===== config.mk =====
export PLATFORM = sky130hd
export DESIGN_NAME = aud_bnd_stage
export DESIGN_NICKNAME = d
export VERILOG_FILES = /design/src/rtl/aud_bnd_pkg.sv /design/src/rtl/aud_headroom_ext.sv /design/src/rtl/aud_sat_clip.sv /design/src/rtl/aud_ramp_step.sv /design/src/rtl/aud_bnd_stage.sv
export SDC_FILE = /design/constraint.sdc
export NUM_CORES = 1
export LEC_CHECK = 0
export BUFFER_PORTS_ARGS = -buffer_cell sky130_fd_sc_hd__buf_2
export CAP_MARGIN = 20
export CORE_MARGIN = 8
export CORE_UTILIZATION = 50
export CTS_BUF_LIST = sky130_fd_sc_hd__clkbuf_4
export CTS_CLUSTER_DIAMETER = 60
export DETAILED_ROUTE_END_ITERATION = 12
export PLACE_DENSITY = 0.85
export SYNTH_ARGS = -nofsm -noshare
export SYNTH_HDL_FRONTEND = slang
export SYNTH_SLANG_ARGS = --single-unit

===== constraint.sdc =====
create_clock -name clk -period 5.6 [get_ports clk]
set_input_delay 1.12 -clock clk [delete_from_list [all_inputs] [get_ports clk]]
set_output_delay 1.12 -clock clk [all_outputs]
set_load 0.02 [all_outputs]

===== src/rtl/aud_bnd_pkg.sv =====
package aud_bnd_pkg;
    localparam int IN_W   = 24;
    localparam int HEAD_W = 4;
    localparam int CORE_W = IN_W + HEAD_W;
    localparam int REG_W  = 16;

    typedef struct packed {
        logic              run;
        logic              clip;
        logic [IN_W-1:0]   out;
        logic [CORE_W-1:0] core;
    } bnd_state_t;
endpackage


===== src/rtl/aud_headroom_ext.sv =====
module aud_headroom_ext #(
    parameter int IN_W   = 24,
    parameter int HEAD_W = 4
) (
    input  logic [IN_W-1:0]        din,
    output logic [IN_W+HEAD_W-1:0] dout
);
    // Replicate the sign into the headroom bits.
    assign dout = {{HEAD_W{din[IN_W-1]}}, din};
endmodule


===== src/rtl/aud_sat_clip.sv =====
module aud_sat_clip #(
    parameter int CORE_W = 28,
    parameter int OUT_W  = 24
) (
    input  logic [CORE_W-1:0] din,
    output logic [OUT_W-1:0]  dout,
    output logic              clipped
);
    localparam int XTRA = CORE_W - OUT_W;

    logic [XTRA:0] top;
    logic          fits;

    always_comb begin
        top     = din[CORE_W-1 -: XTRA+1];
        fits    = (&top) | ~(|top);
        clipped = ~fits;
        if (fits) begin
            dout = din[OUT_W-1:0];
        end else if (din[CORE_W-1]) begin
            dout = {1'b1, {(OUT_W-1){1'b0}}};
        end else begin
            dout = {1'b0, {(OUT_W-1){1'b1}}};
        end
    end
endmodule


===== src/rtl/aud_ramp_step.sv =====
module aud_ramp_step #(
    parameter int W     = 24,
    parameter int SHIFT = 8
) (
    input  logic [W-1:0] cur,
    output logic [W-1:0] nxt
);
    localparam logic [W-1:0] STEP = W'(1) << (W - 1 - SHIFT);

    logic [W-1:0] mag;

    always_comb begin
        mag = cur[W-1] ? (~cur + W'(1)) : cur;
        if (mag <= STEP) begin
            nxt = '0;
        end else if (cur[W-1]) begin
            nxt = cur + STEP;
        end else begin
            nxt = cur - STEP;
        end
    end
endmodule


===== src/rtl/aud_bnd_stage.sv =====
module aud_bnd_stage
    import aud_bnd_pkg::*;
#(
    parameter int               RAMP_SHIFT = 8,
    parameter logic [REG_W-1:0] RUN_ADDR   = 16'hE228
) (
    input  logic              clk,
    input  logic              rst_n,
    input  logic              reg_wr,
    input  logic [REG_W-1:0]  reg_addr,
    input  logic [REG_W-1:0]  reg_wdata,
    output logic [REG_W-1:0]  reg_rdata,
    input  logic              in_valid,
    input  logic [IN_W-1:0]   in_sample,
    output logic [CORE_W-1:0] core_word,
    input  logic              proc_valid,
    input  logic [CORE_W-1:0] proc_word,
    output logic [IN_W-1:0]   out_sample,
    output logic              out_clip,
    output logic              ramp_done
);
    bnd_state_t st_d, st_q;

    logic [CORE_W-1:0] ext_word;
    logic [IN_W-1:0]   sat_word;
    logic              sat_flag;
    logic [IN_W-1:0]   ramp_nxt;
    logic              run_hit;

    aud_headroom_ext #(.IN_W(IN_W), .HEAD_W(HEAD_W)) u_ext (
        .din  (in_sample),
        .dout (ext_word)
    );

    aud_sat_clip #(.CORE_W(CORE_W), .OUT_W(IN_W)) u_clip (
        .din     (proc_word),
        .dout    (sat_word),
        .clipped (sat_flag)
    );

    aud_ramp_step #(.W(IN_W), .SHIFT(RAMP_SHIFT)) u_ramp (
        .cur (st_q.out),
        .nxt (ramp_nxt)
    );

    assign run_hit = (reg_addr == RUN_ADDR);

    always_comb begin
        st_d = st_q;
        if (in_valid) begin
            st_d.core = ext_word;
        end
        if (proc_valid) begin
            if (st_q.run) begin
                st_d.out  = sat_word;
                st_d.clip = sat_flag;
            end else begin
                st_d.out  = ramp_nxt;
                st_d.clip = 1'b0;
            end
        end
        if (reg_wr && run_hit) begin
            st_d.run = reg_wdata[0];
        end
    end

    always_ff @(posedge clk or negedge rst_n) begin
        if (!rst_n) begin
            st_q <= '0;
        end else begin
            st_q <= st_d;
        end
    end

    assign reg_rdata  = run_hit ? {{(REG_W-1){1'b0}}, st_q.run} : '0;
    assign core_word  = st_q.core;
    assign out_sample = st_q.out;
    assign out_clip   = st_q.clip;
    assign ramp_done  = ~st_q.run && (st_q.out == '0);
endmodule


==> flow_summary.toml <==
[critical_path]
crit_arrival_ns = 2.33
crit_fanout = 7
r2r_cells = 6
path_buf_inv = 1
worstSetupPathType = "flop to output port"
crit_path_start = "out_sample[6]"
path_cells = "nor4_1 -> nand4b_1 -> nor4_1 -> buf_2"
crit_path_end = "ramp_done"
r2r-start = "out_sample[6]"
cp-end-kind = "output port"
slowest_delay_ns = 0.45
path_delay_family = "simple AND/OR/NAND/NOR gates"
rrSetupSlack_ns = 2.51
startpoint_type = "flop"
r2r_end = "out_sample[19]"
path_depth = 4
cp_common_cell = "nor4_1"
slowest_stage = "nor4_1"
cp_data_required_time_ns = 4.48

[sta]
max_freq_ghz = 0.290
clock_skew_ns = 0.00918
finalHoldViolations = 0
final-max-slew-violation-count = 0
rsz0062_at_grt = "no"
whs_ns = 0.517
tns_ns = 0
setup_viol = 0
worstMarginPinSlew_ns = 0.918
slew_headroom_pct = 38.6
period_share_pct = 61.7
fin_ws_ns = 2.15
period_minus_slack_ns = 3.45

[synthesis]
synthTopCellsByArea = "dfrtp_1, buf_4, mux2_2"
synth_cell_types = 49
synthCells = 372
synth_top_family_by_area = "buffers and inverters"
synth-xor-area-share_pct = 0.785
ys_ff_latch = 50
synth_area_mm2 = 0.00335
synth.avg_cell_area_um2 = 8.99
yosys.area_share.simple_pct = 15.0
seq_area_frac_synth_pct = 37.4
synthMuxAreaShare_pct = 9.01
synth_top_area_cell = "dfrtp_1"
post_synth_fa_ha_maj_area_fraction_pct = 3.59
synth_compound_area_share_pct = 15.0
ys_warn_count = 0
netlist.area_leader.share_pct = 37.4

[final_layout]
area_delta_synth_final_pct = 8.71
mostFrequentLayoutCells = "buf_2, dfrtp_1, nor2_1, o21ai_0, nand2_1"
final_common_cell = "buf_2"
fin_nets = 536
drive_gt1_share_pct = 37.8
diodes = 0

[die]
initial_utilization_pct = 50.4
die_x_um = 97.8
dieArea_mm2 = 0.00956
die_h_um = 97.8
core_area_mm2 = 0.00664
io_pins = 159
num_rows = 30

[global_route]
overflow = 0
grt_use_total_pct = 17.0
grt_pass1_wl_mm = 13.7
grt_pass1_vias = 2871
grt_antenna_before_repair = 0
grt_max_degree = 51

[drt]
antenna_left = 0
dr.pass1.iters = 4
drt_iter0_markers = 143
viasPerCell = 5.45
wirelength_mm = 8.32
routedWlPerCell_um = 16.0
vias = 2829
drc_errors = 0

[power]
leakage_nw = 1.77
vdd_drop_max_uv = 197
powerDensity_mw_per_mm2 = 384

[place]
place.gp.congestion = 0.891
hpwl_mm = 6.45
port_buffers = 128
dp_slack_ns = 2.44

[clock_network]
cts_resized = 0
clkTransAtPathRegs_ns = 0.16
cts_tree = "built"
ctsHtreeMaxLevel = 2
clock_sinks = 50
cts_root_buffer = "clkbuf_4"
cts_buffers = 5
postCtsHoldBufs = 0
insertion_delay_ns = 0.38
postCtsSetupRepairBufs = 0
clockBufferDepth = 2

[run_status]
status = "completed"

[job]
drv_cap = 0

[worst_hold_path]
hold_path_class = "flop to flop"
-- cell usage after synthesis (all sizes together) --
library cell and n:
a2111oi 1, a21boi 1, o221ai 5, o2111ai 1
a211oi 1, o211ai 9, nand3b 1, nand2 27
nand4b 1, nor3b 1, or3 5, clkbuf 14
a21oi 21, a221o 1, o311a 1, dfrtp 50
o311ai 3, a21o 1, nand4 3, nor2b 2
fa 1, inv 14, nor4 10, nor3 2
mux2 25, conb 1, o21bai 1, and3 3
o41ai 1, nand3 3, xor2 1, o21ai 29
o31ai 1, buf 71, nand2b 1, and2 1
or4 3, ha 8, nor2 40, nor4bb 2
xnor2 2, a2bb2oi 1, mux2i 2
-- report_power, final --
group | internal [mW] | switching [mW]
clock network | 0.0494 | 0.120
logic | 0.295 | 0.402
registers | 0.427 | 0.103
total | 0.771 | 0.625
-- logic make-up (layout without fill, tap and decap cells) --
family                     Yosys count  in the layout
AOI/OAI and AO/OA                   78             78
buffers and inverters               99            152
DFF                                 50             50
adders and majority gates            9              9
and+or+nand+nor                    105            105
other                                1             15
muxes                               27             27
xor gates and xnor gates             3              3
-- worst min path at each step --
stage                  start            end  slack, ns  cells after the start
2_1_floorplan   core_word[6]   core_word[6]       0.48                      1
3_3_place_gp   core_word[22]  core_word[22]       0.48                      1
3_5_place_dp    core_word[6]   core_word[6]       0.49                      1
4_1_cts        core_word[14]  core_word[14]       0.52                      1
5_1_grt        core_word[14]  core_word[14]       0.54                      1
6_report       core_word[14]  core_word[14]       0.52                      1
-- layer usage --
layer  share of wire [%]  vias to the layer above  track usage (%)
li1                    -                     1356                -
met3                 9.0                       12             6.19
met2                  48                      138             29.5
met5                   0                        -                0
met4                 1.5                        0             4.80
met1                  41                     1323             19.2
-- worst register-to-register path: stages (launching register included) --
cell and delay [ns]:
dfrtp_1 0.44, nor4_1 0.45, nand4b_1 0.38, mux2i_1 0.21
or4_4 0.44, a211oi_4 0.73, o221ai_1 0.28
-- registers in the layout, summed over array words and instances (netlist names) --
signal,flops
core_word,24
st_q,1
out_sample,24
out_clip,1
-- area by class of cell --
class,instances,area [µm²]
tap,80,100
multi-input combinational,237,1510
clock buffer,5,37.5
sequential,50,1250
timing repair buffer,130,668
fill,607,3010
inverter,14,52.6
clock inverter,3,20.0
-- stage by stage --
step                      utilization [%]  power, mW  instances  instance area (µm²)
after floorplan                         -       1.13        386                 3400
after global placement               53.6       1.20        510                 3560
after detailed placement             53.6       1.23        510                 3560
after CTS                            54.4       1.40        518                 3620
after global routing                 54.7       1.52        519                 3640
final                                54.7       1.40        519                 3640
Power figures use the tool's default switching activity.
